===== src/rtl/i2c_csr_pkg.sv =====
package i2c_csr_pkg;

  // word offsets (byte address >> 2)
  localparam int RG_CMD  = 0;
  localparam int RG_RXD  = 1;
  localparam int RG_CTRL = 2;
  localparam int RG_IEN  = 3;
  localparam int RG_STAT = 4;
  localparam int RG_BUSY = 5;
  localparam int RG_CLVL = 6;
  localparam int RG_RLVL = 7;
  localparam int RG_SCLL = 8;
  localparam int RG_SCLH = 9;
  localparam int RG_HOLD = 10;
  localparam int NUM_REGS = 11;

  // status / interrupt-enable bit positions
  localparam int ST_TXRDY = 0;
  localparam int ST_RXRDY = 1;
  localparam int ST_NACK  = 2;
  localparam int ST_ARB   = 3;
  localparam int ST_RXOF  = 4;
  localparam int ST_W     = 5;
  localparam int ERR_W    = 3;

  // command entry layout
  localparam int CMD_W     = 10;
  localparam int CMD_START = 9;
  localparam int CMD_STOP  = 8;

  localparam int THR_W  = 2;
  localparam int CTRL_W = 6;

  typedef struct packed {
    logic [THR_W-1:0] rx_thr;
    logic [THR_W-1:0] cmd_thr;
    logic             fast;
    logic             en;
  } ctrl_t;

endpackage


===== src/rtl/csr_addr_decode.sv =====
module csr_addr_decode #(
  parameter int ADDR_W = 6,
  parameter int NREG   = 11
) (
  input  logic [ADDR_W-1:0] addr,
  input  logic              wr,
  input  logic              rd,
  output logic [NREG-1:0]   wr_sel,
  output logic [NREG-1:0]   rd_sel
);
  localparam int IW = ADDR_W - 2;

  logic [IW-1:0] word;
  assign word = addr[ADDR_W-1:2];

  for (genvar g = 0; g < NREG; g++) begin : g_sel
    assign wr_sel[g] = wr && (word == IW'(g));
    assign rd_sel[g] = rd && (word == IW'(g));
  end

endmodule


===== src/rtl/csr_fifo.sv =====
module csr_fifo #(
  parameter int W     = 8,
  parameter int DEPTH = 4
) (
  input  logic                       clk,
  input  logic                       rst,
  input  logic                       flush,
  input  logic                       push,
  input  logic                       pop,
  input  logic [W-1:0]               wdata,
  output logic [W-1:0]               head,
  output logic [$clog2(DEPTH+1)-1:0] count,
  output logic                       full,
  output logic                       empty,
  output logic                       drop
);
  localparam int PTR_W = $clog2(DEPTH);
  localparam int CNT_W = $clog2(DEPTH + 1);

  logic [W-1:0]     mem [DEPTH];
  logic [PTR_W-1:0] wptr, rptr;
  logic [CNT_W-1:0] cnt_q;
  logic             pop_ok, push_ok;

  assign full    = (cnt_q == CNT_W'(DEPTH));
  assign empty   = (cnt_q == '0);
  assign pop_ok  = pop && !empty && !flush;
  assign push_ok = push && !flush && (!full || pop_ok);
  assign drop    = push && !flush && full && !pop_ok;
  assign head    = empty ? '0 : mem[rptr];
  assign count   = cnt_q;

  always_ff @(posedge clk) begin
    if (push_ok) mem[wptr] <= wdata;
  end

  always_ff @(posedge clk) begin
    if (rst || flush) begin
      wptr  <= '0;
      rptr  <= '0;
      cnt_q <= '0;
    end else begin
      if (push_ok) wptr <= wptr + 1'b1;
      if (pop_ok)  rptr <= rptr + 1'b1;
      case ({push_ok, pop_ok})
        2'b10:   cnt_q <= cnt_q + 1'b1;
        2'b01:   cnt_q <= cnt_q - 1'b1;
        default: cnt_q <= cnt_q;
      endcase
    end
  end

  a_r2_no_overflow: assert property (@(posedge clk) disable iff (rst)
    cnt_q <= CNT_W'(DEPTH));

  a_r2_full_drop: assert property (@(posedge clk) disable iff (rst)
    (full && push && !pop && !flush) |=> (cnt_q == CNT_W'(DEPTH)));

  a_r3_empty_pop_holds: assert property (@(posedge clk) disable iff (rst)
    (empty && pop && !push) |=> (cnt_q == '0));

  a_r9_flush_empties: assert property (@(posedge clk) disable iff (rst)
    flush |=> (cnt_q == '0));

endmodule


===== src/rtl/csr_irq_unit.sv =====
module csr_irq_unit
  import i2c_csr_pkg::*;
#(
  parameter int CNT_W = 3
) (
  input  logic             clk,
  input  logic             rst,
  input  logic             core_en,
  input  logic [CNT_W-1:0] cmd_lvl,
  input  logic [CNT_W-1:0] rx_lvl,
  input  logic [THR_W-1:0] cmd_thr,
  input  logic [THR_W-1:0] rx_thr,
  input  logic             ev_nack,
  input  logic             ev_arb,
  input  logic             ev_rxof,
  input  logic [ST_W-1:0]  w1c,
  input  logic [ST_W-1:0]  ien,
  output logic [ST_W-1:0]  status,
  output logic             irq
);
  logic [ERR_W-1:0] err_q;
  logic [ERR_W-1:0] set_v, clr_v;
  logic             tx_rdy, rx_rdy;
  logic             irq_q;

  assign set_v  = {ev_rxof, ev_arb, ev_nack};
  assign clr_v  = w1c[ST_RXOF:ST_NACK];
  assign tx_rdy = core_en && (cmd_lvl <= CNT_W'(cmd_thr));
  assign rx_rdy = (rx_lvl > CNT_W'(rx_thr));
  assign status = {err_q, rx_rdy, tx_rdy};
  assign irq    = irq_q;

  // a new event in the same cycle as its clear wins
  always_ff @(posedge clk) begin
    if (rst || !core_en) err_q <= '0;
    else                 err_q <= (err_q & ~clr_v) | set_v;
  end

  always_ff @(posedge clk) begin
    if (rst) irq_q <= 1'b0;
    else     irq_q <= |(status & ien);
  end

  a_r6_sticky_hold: assert property (@(posedge clk) disable iff (rst)
    (core_en && (w1c == '0)) |=> ((err_q & $past(err_q)) == $past(err_q)));

  a_r8_irq_masked: assert property (@(posedge clk) disable iff (rst)
    (ien == '0) |=> !irq_q);

  a_r9_disable_clears: assert property (@(posedge clk) disable iff (rst)
    !core_en |=> (err_q == '0));

endmodule


===== src/rtl/i2c_host_csr.sv =====
module i2c_host_csr
  import i2c_csr_pkg::*;
#(
  parameter int DEPTH  = 4,
  parameter int ADDR_W = 6,
  parameter int DATA_W = 32,
  parameter int TW     = 16
) (
  input  logic              clk,
  input  logic              rst,
  input  logic              bus_wr,
  input  logic              bus_rd,
  input  logic [ADDR_W-1:0] bus_addr,
  input  logic [DATA_W-1:0] bus_wdata,
  output logic [DATA_W-1:0] bus_rdata,
  output logic              cmd_valid,
  output logic [CMD_W-1:0]  cmd_data,
  input  logic              cmd_pop,
  input  logic              rx_push,
  input  logic [7:0]        rx_byte,
  input  logic              evt_nack,
  input  logic              evt_arb,
  input  logic              eng_busy,
  output logic              core_en,
  output logic              fast_mode,
  output logic [TW-1:0]     scl_low_cnt,
  output logic [TW-1:0]     scl_high_cnt,
  output logic [TW-1:0]     sda_hold_cnt,
  output logic              irq
);
  localparam int CNT_W = $clog2(DEPTH + 1);
  localparam int IW    = ADDR_W - 2;

  ctrl_t            ctrl_q;
  logic [ST_W-1:0]  ien_q;
  logic [TW-1:0]    scll_q, sclh_q, hold_q;
  logic [DATA_W-1:0] rdata_q, rd_mux;

  logic [NUM_REGS-1:0] wr_sel, rd_sel;
  logic [IW-1:0]       word;

  logic [CMD_W-1:0] cmd_head;
  logic [CNT_W-1:0] cmd_lvl, rx_lvl;
  logic             cmd_full, cmd_empty, cmd_drop;
  logic [7:0]       rx_head;
  logic             rx_full, rx_empty, rx_drop;
  logic [ST_W-1:0]  status, w1c;
  logic             flush;

  assign word  = bus_addr[ADDR_W-1:2];
  assign flush = !ctrl_q.en;

  csr_addr_decode #(.ADDR_W(ADDR_W), .NREG(NUM_REGS)) u_dec (
    .addr   (bus_addr),
    .wr     (bus_wr),
    .rd     (bus_rd),
    .wr_sel (wr_sel),
    .rd_sel (rd_sel)
  );

  csr_fifo #(.W(CMD_W), .DEPTH(DEPTH)) u_cmdq (
    .clk   (clk),
    .rst   (rst),
    .flush (flush),
    .push  (wr_sel[RG_CMD]),
    .pop   (cmd_pop),
    .wdata (bus_wdata[CMD_W-1:0]),
    .head  (cmd_head),
    .count (cmd_lvl),
    .full  (cmd_full),
    .empty (cmd_empty),
    .drop  (cmd_drop)
  );

  csr_fifo #(.W(8), .DEPTH(DEPTH)) u_rxq (
    .clk   (clk),
    .rst   (rst),
    .flush (flush),
    .push  (rx_push),
    .pop   (rd_sel[RG_RXD]),
    .wdata (rx_byte),
    .head  (rx_head),
    .count (rx_lvl),
    .full  (rx_full),
    .empty (rx_empty),
    .drop  (rx_drop)
  );

  assign w1c = wr_sel[RG_STAT] ? bus_wdata[ST_W-1:0] : '0;

  csr_irq_unit #(.CNT_W(CNT_W)) u_irq (
    .clk     (clk),
    .rst     (rst),
    .core_en (ctrl_q.en),
    .cmd_lvl (cmd_lvl),
    .rx_lvl  (rx_lvl),
    .cmd_thr (ctrl_q.cmd_thr),
    .rx_thr  (ctrl_q.rx_thr),
    .ev_nack (evt_nack),
    .ev_arb  (evt_arb),
    .ev_rxof (rx_drop),
    .w1c     (w1c),
    .ien     (ien_q),
    .status  (status),
    .irq     (irq)
  );

  // configuration registers
  always_ff @(posedge clk) begin
    if (rst) begin
      ctrl_q <= '0;
      ien_q  <= '0;
      scll_q <= '0;
      sclh_q <= '0;
      hold_q <= '0;
    end else begin
      if (wr_sel[RG_CTRL]) ctrl_q <= ctrl_t'(bus_wdata[CTRL_W-1:0]);
      if (wr_sel[RG_IEN])  ien_q  <= bus_wdata[ST_W-1:0];
      if (wr_sel[RG_SCLL]) scll_q <= bus_wdata[TW-1:0];
      if (wr_sel[RG_SCLH]) sclh_q <= bus_wdata[TW-1:0];
      if (wr_sel[RG_HOLD]) hold_q <= bus_wdata[TW-1:0];
    end
  end

  // read path
  always_comb begin
    rd_mux = '0;
    case (word)
      IW'(RG_RXD):  rd_mux = DATA_W'(rx_head);
      IW'(RG_CTRL): rd_mux = DATA_W'(ctrl_q);
      IW'(RG_IEN):  rd_mux = DATA_W'(ien_q);
      IW'(RG_STAT): rd_mux = DATA_W'(status);
      IW'(RG_BUSY): rd_mux = DATA_W'(eng_busy || !cmd_empty);
      IW'(RG_CLVL): rd_mux = DATA_W'(cmd_lvl);
      IW'(RG_RLVL): rd_mux = DATA_W'(rx_lvl);
      IW'(RG_SCLL): rd_mux = DATA_W'(scll_q);
      IW'(RG_SCLH): rd_mux = DATA_W'(sclh_q);
      IW'(RG_HOLD): rd_mux = DATA_W'(hold_q);
      default:      rd_mux = '0;
    endcase
  end

  always_ff @(posedge clk) begin
    if (rst)         rdata_q <= '0;
    else if (bus_rd) rdata_q <= rd_mux;
  end

  assign bus_rdata    = rdata_q;
  assign cmd_valid    = ctrl_q.en && !cmd_empty;
  assign cmd_data     = cmd_head;
  assign core_en      = ctrl_q.en;
  assign fast_mode    = ctrl_q.fast;
  assign scl_low_cnt  = scll_q;
  assign scl_high_cnt = sclh_q;
  assign sda_hold_cnt = hold_q;

  a_r3_empty_read_zero: assert property (@(posedge clk) disable iff (rst)
    (rd_sel[RG_RXD] && rx_empty) |=> (bus_rdata == '0));

  a_r11_busy_reads_one: assert property (@(posedge clk) disable iff (rst)
    (rd_sel[RG_BUSY] && eng_busy) |=> bus_rdata[0]);

  a_r12_off_no_push: assert property (@(posedge clk) disable iff (rst)
    (!ctrl_q.en && !wr_sel[RG_CTRL]) |=> !cmd_valid);

endmodule


===== config.mk =====
export PLATFORM = sky130hd
export DESIGN_NAME = i2c_host_csr
export DESIGN_NICKNAME = d
export VERILOG_FILES = /design/src/rtl/i2c_csr_pkg.sv /design/src/rtl/csr_addr_decode.sv /design/src/rtl/csr_fifo.sv /design/src/rtl/csr_irq_unit.sv /design/src/rtl/i2c_host_csr.sv
export SDC_FILE = /design/constraint.sdc
export NUM_CORES = 1
export LEC_CHECK = 0
export CAP_MARGIN = 20
export CORE_MARGIN = 2
export CORE_UTILIZATION = 40
export CTS_CLUSTER_SIZE = 28
export DETAILED_ROUTE_END_ITERATION = 8
export GPL_TIMING_DRIVEN = 1
export PLACE_DENSITY = 0.72
export SYNTH_ARGS = -nofsm -noshare
export SYNTH_HDL_FRONTEND = slang
export SYNTH_SLANG_ARGS = --single-unit

===== constraint.sdc =====
create_clock -name clk -period 3.8 [get_ports clk]
set_clock_uncertainty 0.15 [all_clocks]
set_input_delay 0.76 -clock clk [delete_from_list [all_inputs] [get_ports clk]]
set_output_delay 0.76 -clock clk [all_outputs]
set_load 0.03 [all_outputs]

======== Yosys cells after proc, flatten, opt, wreduce, memory -nomap -nowiden ========
Memories as Yosys holds them, arrays and structs flattened. A register that Yosys moved wholly into a read port is not among the register bits.
Cells that the tools add are included.
Widths: inputs -> output; s select.
word-level totals
  memory bits (writable) .................. 72
  bits in registers ....................... 109
  bits of input ports ..................... 55
  memories kept ........................... 2
  output and inout port bits .............. 94
  word-level logic and storage cells ...... 99
operators by class
  multiplexer cells ....................... 14
  equal/unequal tests ..................... 16
  $add $sub $neg .......................... 8
  $lt $le $gt $ge ......................... 2
  reductions and logical operators ........ 36
  bitwise gates (word level) .............. 4
memories
  memory      words  width  read ports  clocked after memory_dff  wr ports  line            text
  u_cmdq.mem  4      10     1           1                         1         csr_fifo.sv:20  logic [W-1:0] mem [DEPTH];
  u_rxq.mem   4      8      1           1                         1         csr_fifo.sv:20
operators by type and width
  operator             number
  $pmux 16 s10         1
  $logic_and 1x1->1    20
  $eq 4x3->1 const B   4
  $eq 4x4->1 const B   3
  $pmux 3 s2           2
  $mux 10              1
  $add 2x1->2 const B  4
  $eq 4x2->1 const B   2
  $mux 2               4
  $mux 8               1
  $add 3x1->3 const B  2
  $eq 3x3->1 const B   2
  $logic_not 1->1      6
  $logic_not 3->1      2
  $sub 3x1->3 const B  2
  $and 5x5->5          1
  $mux 5               1
  $reduce_or 5->1      1
  $eq 2x1->1 const B   2
  $eq 2x2->1 const B   2
  $eq 4x1->1 const B   1
  $logic_not 4->1      1
  $logic_or 1x1->1     4
  $mux 1               4
  other kinds (6)      7

======== Logic depth before layout (Yosys ltp) ========
  depth after elaboration ................. 8
  gate-level depth with buffers ........... 10
  mapped depth without buffers ............ 8

======== Hierarchy ========
Synthesis repeated with hierarchy kept, for this count alone.
unflattened totals
  cell total of the unflattened synthesis .. 688
  area, all modules ....................... 7886.3 µm²
by module, submodules not included
  module              cells each  seq. area each (µm²)  times used  area an instance (µm²)
  i2c_host_csr        386         1501.4                1           3672.3
  csr_fifo at u_cmdq  122         1381.3                1           2038.2
  csr_fifo at u_rxq   110         1141.1                1           1710.4
  csr_irq_unit        37          80.1                  1           302.8
  csr_addr_decode     33          0.0                   1           162.7

======== Worst setup path after synthesis ========
No wires, ideal clock.
  path kind ............................... input-to-reg
  start point ............................. input port bus_addr[4]
  end point ............................... register u_rxq.cnt_q[2], in the netlist u_rxq.count[2]
  cell stages on the path ................. 9
  arrival time ............................ 2.635 ns
  buffers on the path ..................... 1
  data required time ...................... 3.518 ns
  path slack .............................. 0.883 ns
  cell sequence ........................... buf_6 > nor4b_4 > nand4_2 > or2_2 > fa_1 > nor2b_1 > o21ai_1 > a32oi_1 > a21oi_1
between the ends
  word-level cells in the longest chain between the ends .. 8
ends and longest elaborated chain
  what                                                    line                   text
  from (decl)                                             i2c_host_csr.sv:13     input logic [ADDR_W-1:0] bus_addr,
  $eq 4x1->1 *                                            --
  $logic_and 1x1->1 *                                     csr_addr_decode.sv:18  assign rd_sel[g] = rd && (word == IW'(g));
  $logic_and 1x1->1 * (2 in series)                       csr_fifo.sv:27         assign pop_ok = pop && !empty && !flush;
  $logic_or 1x1->1                                        csr_fifo.sv:28         assign push_ok = push && !flush && (!full || pop_ok);
  $logic_and 1x1->1                                       csr_fifo.sv:28
  $eq 2x1->1 / $eq 2x2->1 (equally long branches)         csr_fifo.sv:45         case ({push_ok, pop_ok})
  $pmux 3 s2 / $reduce_bool 2->1 (equally long branches)  --
  to (signal assigned)                                    csr_fifo.sv:46         2'b10: cnt_q <= cnt_q + 1'b1;
  to (signal assigned)                                    csr_fifo.sv:47         2'b01: cnt_q <= cnt_q - 1'b1;
  to (signal assigned)                                    csr_fifo.sv:48         default: cnt_q <= cnt_q;
  to (decl)                                               csr_fifo.sv:22         logic [CNT_W-1:0] cnt_q;
Mark *: on every way between the ends. The rest lies on a longest branch, timed or not.
A chain may end at the register's enable or synchronous reset.

==> flow_metrics.tcl <==
set metrics [dict create \
    worstMarginPinSlew_ns 0.748 \
    antenna_found_initial 0 \
    relSlewSlack_pct 50.1 \
    nFillCells 1669 \
    grt_usage_pct 19.8 \
    synth_area_mm2 0.00759 \
    avgRoutedWirePerCell_um 18.5 \
    crit_type "flop to output port" \
    dr.first_iter.drc_count 542 \
    hpwl_um 14100 \
    area_growth_pct 24.8 \
    fp.coreArea_mm2 0.0186 \
    cts_resized 0 \
    vias_per_cell 5.44 \
    vdd.ir_drop.worst_uv 341 \
    yosys.area.top_type "edfxtp_1" \
    dieArea_mm2 0.0201 \
    clkTransAtPathRegs_ns 0.06 \
    placed_area_mm2 0.00891 \
    numCtsBuffers 17 \
    cap_violations 0 \
    clock_latency_ns 0.42 \
    synth_top_family_by_area "simple AND/OR/NAND/NOR gates" \
    path_max_fanout 10 \
    p_per_area_mw_per_mm2 400 \
    overflow 0 \
    yosys_most_used_dff "dfxtp_1" \
    synthArstFlopShare_pct 0 \
    synthMuxAreaShare_pct 8.93 \
    route.detailed.drc 0 \
    synth_xor_xnor_area_share_pct 0.462 \
    synthAdderAreaFrac_pct 2.51 \
    ys_types 72 \
    tns_ns 0 \
    die_w_um 142 \
    final.min_clock_period_ns 3.40 \
    synth_compound_area_share_pct 12.7 \
    htree_levels 4 \
    avgSynthCellArea_um2 10.9 \
    ant_nets 0 \
    yosysTopAreaCellShare_pct 28.5 \
    synth_cells 699 \
    grt_pass1_vias 5354 \
    ys_warn_count 0 \
    clockRootBuffer "clkbuf_16" \
    hold_class "flop to flop" \
    dr.pass1.iters 7 \
    die_h_um 142 \
    drt-total-wl_um 19500 \
    leakagePower_nw 3.23 \
    rsz0062_at_grt "false" \
    ys_top_cells_by_area "edfxtp_1, dfxtp_1, mux4_2, nand2_1, a21oi_1" \
    status "finished clean" \
    grt_pass1_wl_um 30500 \
    clock_path_buffers 2 \
    cts_hold_buf 0 \
    p_total_mw 3.79 \
    fin_area_mm2 0.00948 \
    finalSetupViolations 0 \
    yosys.area_share.simple_pct 16.1 \
    synth_commonest_cells "nand2_1, dfxtp_1, edfxtp_1, a21oi_1, nor2_1" \
    hold_viol 0 \
    synth_edf_count 72 \
    via_count 5729 \
    num-nets-final 876 \
    post_cts_buffers 0 \
    fmax_ghz 0.295 \
    seq_area_frac_synth_pct 54.1 \
    port_buffers 114 \
    start_util_pct 40.7 \
    slew_violations 0 \
    start_kind "flop" \
    end_kind "output port" \
    n_antenna_cell 0 \
    tritoncts "built" \
    place_congestion 0.931 \
    yosysMostFrequentCell "nand2_1" \
    core.rowCount 50 \
    grt_max_degree 64 \
    required_ns 2.89 \
    cp_data_arrival_time_ns 2.49 \
    drive_above_1_share_pct 10.5 \
    ios 149 \
    ys_seq_elements 169 \
    post-route-period-util_pct 89.4 \
    cts_sinks 169 \
]
==> per-layer routing <==
layer	wire length, um	global-route usage [%]	vias up	part of all wire, %
met4	269	6.00	0	1.4
met5	0	0	-	0
met3	1580	5.20	19	8.1
met1	8490	27.4	2745	43
met2	9190	30.7	251	47
li1	-	-	2714	-
==> cell families (layout without fill, tap and decap cells) <==
kind of cell | count (synthesis) | in the layout
other | 1 | 16
adders and majority gates | 14 | 14
buffers and inverters | 82 | 188
muxes | 45 | 45
xor gates and xnor gates | 4 | 4
AOI/OAI and AO/OA | 141 | 141
DFF | 169 | 169
and+or+nand+nor | 243 | 243
==> through the flow <==
stage / hold slack [ns] / setup WS (ns) / cells / utilization [%]
CTS: 0.321 / 0.296 / 1054 / 50.8
detailed placement: 0.313 / 0.368 / 1022 / 47.8
global route: 0.349 / 0.214 / 1054 / 50.8
finish: 0.319 / 0.405 / 1054 / 50.8
global placement: 0.307 / 0.382 / 1022 / 47.8
floorplan: 0.309 / 0.883 / 714 / -
==> layout by cell type, fill, tap and decap left out, types with 4 or more instances in the layout <==
master             n
clkdlybuf4s50_1  113
nand2_1          107
dfxtp_1           97
edfxtp_1          72
a21oi_1           62
nor2_1            40
nor2b_1           25
mux2i_1           25
nand3_1           22
buf_4             21
inv_1             20
mux4_2            18
clkbuf_16         17
conb_1            16
ha_1              12
o2bb2ai_1         10
a22oi_1           10
a22o_1            10
and3_1             9
o21ai_0            8
a21o_1             6
nor3_1             5
a32oi_1            5
clkinv_2           5
and2_1             4
xnor2_1            4
a31oi_1            4
==> critical path, stage by stage, from the launching register on <==
cell,delay (ns)
dfxtp_1,0.75
mux4_2,0.58
nor2b_1,0.14
clkdlybuf4s50_1,0.59
==> report_power, final <==
group	internal, mW	leakage (nW)	switching (mW)
combinational	0.0785	1.53	0.146
sequential	1.90	1.43	0.00847
clock	0.961	0.270	0.693
total	2.94	3.23	0.848
==> flip-flops by register name (all words and copies together), names as in the netlist, named ones only <==
signal / count
u_cmdq.wptr: 2
u_rxq.mem: 32
ctrl_q: 4
u_cmdq.rptr: 2
bus_rdata: 16
u_cmdq.mem: 40
scl_low_cnt: 16
scl_high_cnt: 16
u_irq.err_q: 3
u_irq.irq: 1
u_cmdq.count: 3
fast_mode: 1
u_rxq.count: 3
u_rxq.rptr: 2
u_rxq.wptr: 2
sda_hold_cnt: 16
core_en: 1
ien_q: 5
==> final timing paths <==
path | from | to | slack, ns | depth (start not counted)
worst max-delay path | flop | cmd_data[5] | 0.40 | 3
worst min-delay path | scl_high_cnt[1] | scl_high_cnt[1] | 0.32 | 2
worst max register to register | u_rxq.count[0] | u_rxq.count[2] | 1.21 | 8
worst min register to register | scl_high_cnt[1] | scl_high_cnt[1] | 0.32 | 2
==> area by class of cell <==
class                           instances  area [um^2]  share of cell area, %
Multi-Input combinational cell        463         3140                   33.2
Clock inverter                         13          129                   1.36
Inverter                               21         78.8                  0.832
Timing Repair Buffer                  135         1290                   13.7
Tap cell                              234          293                   3.09
Sequential cell                       169         4100                   43.3
Clock buffer                           19          433                   4.57
Note: power is estimated with default switching activity, not from simulation.
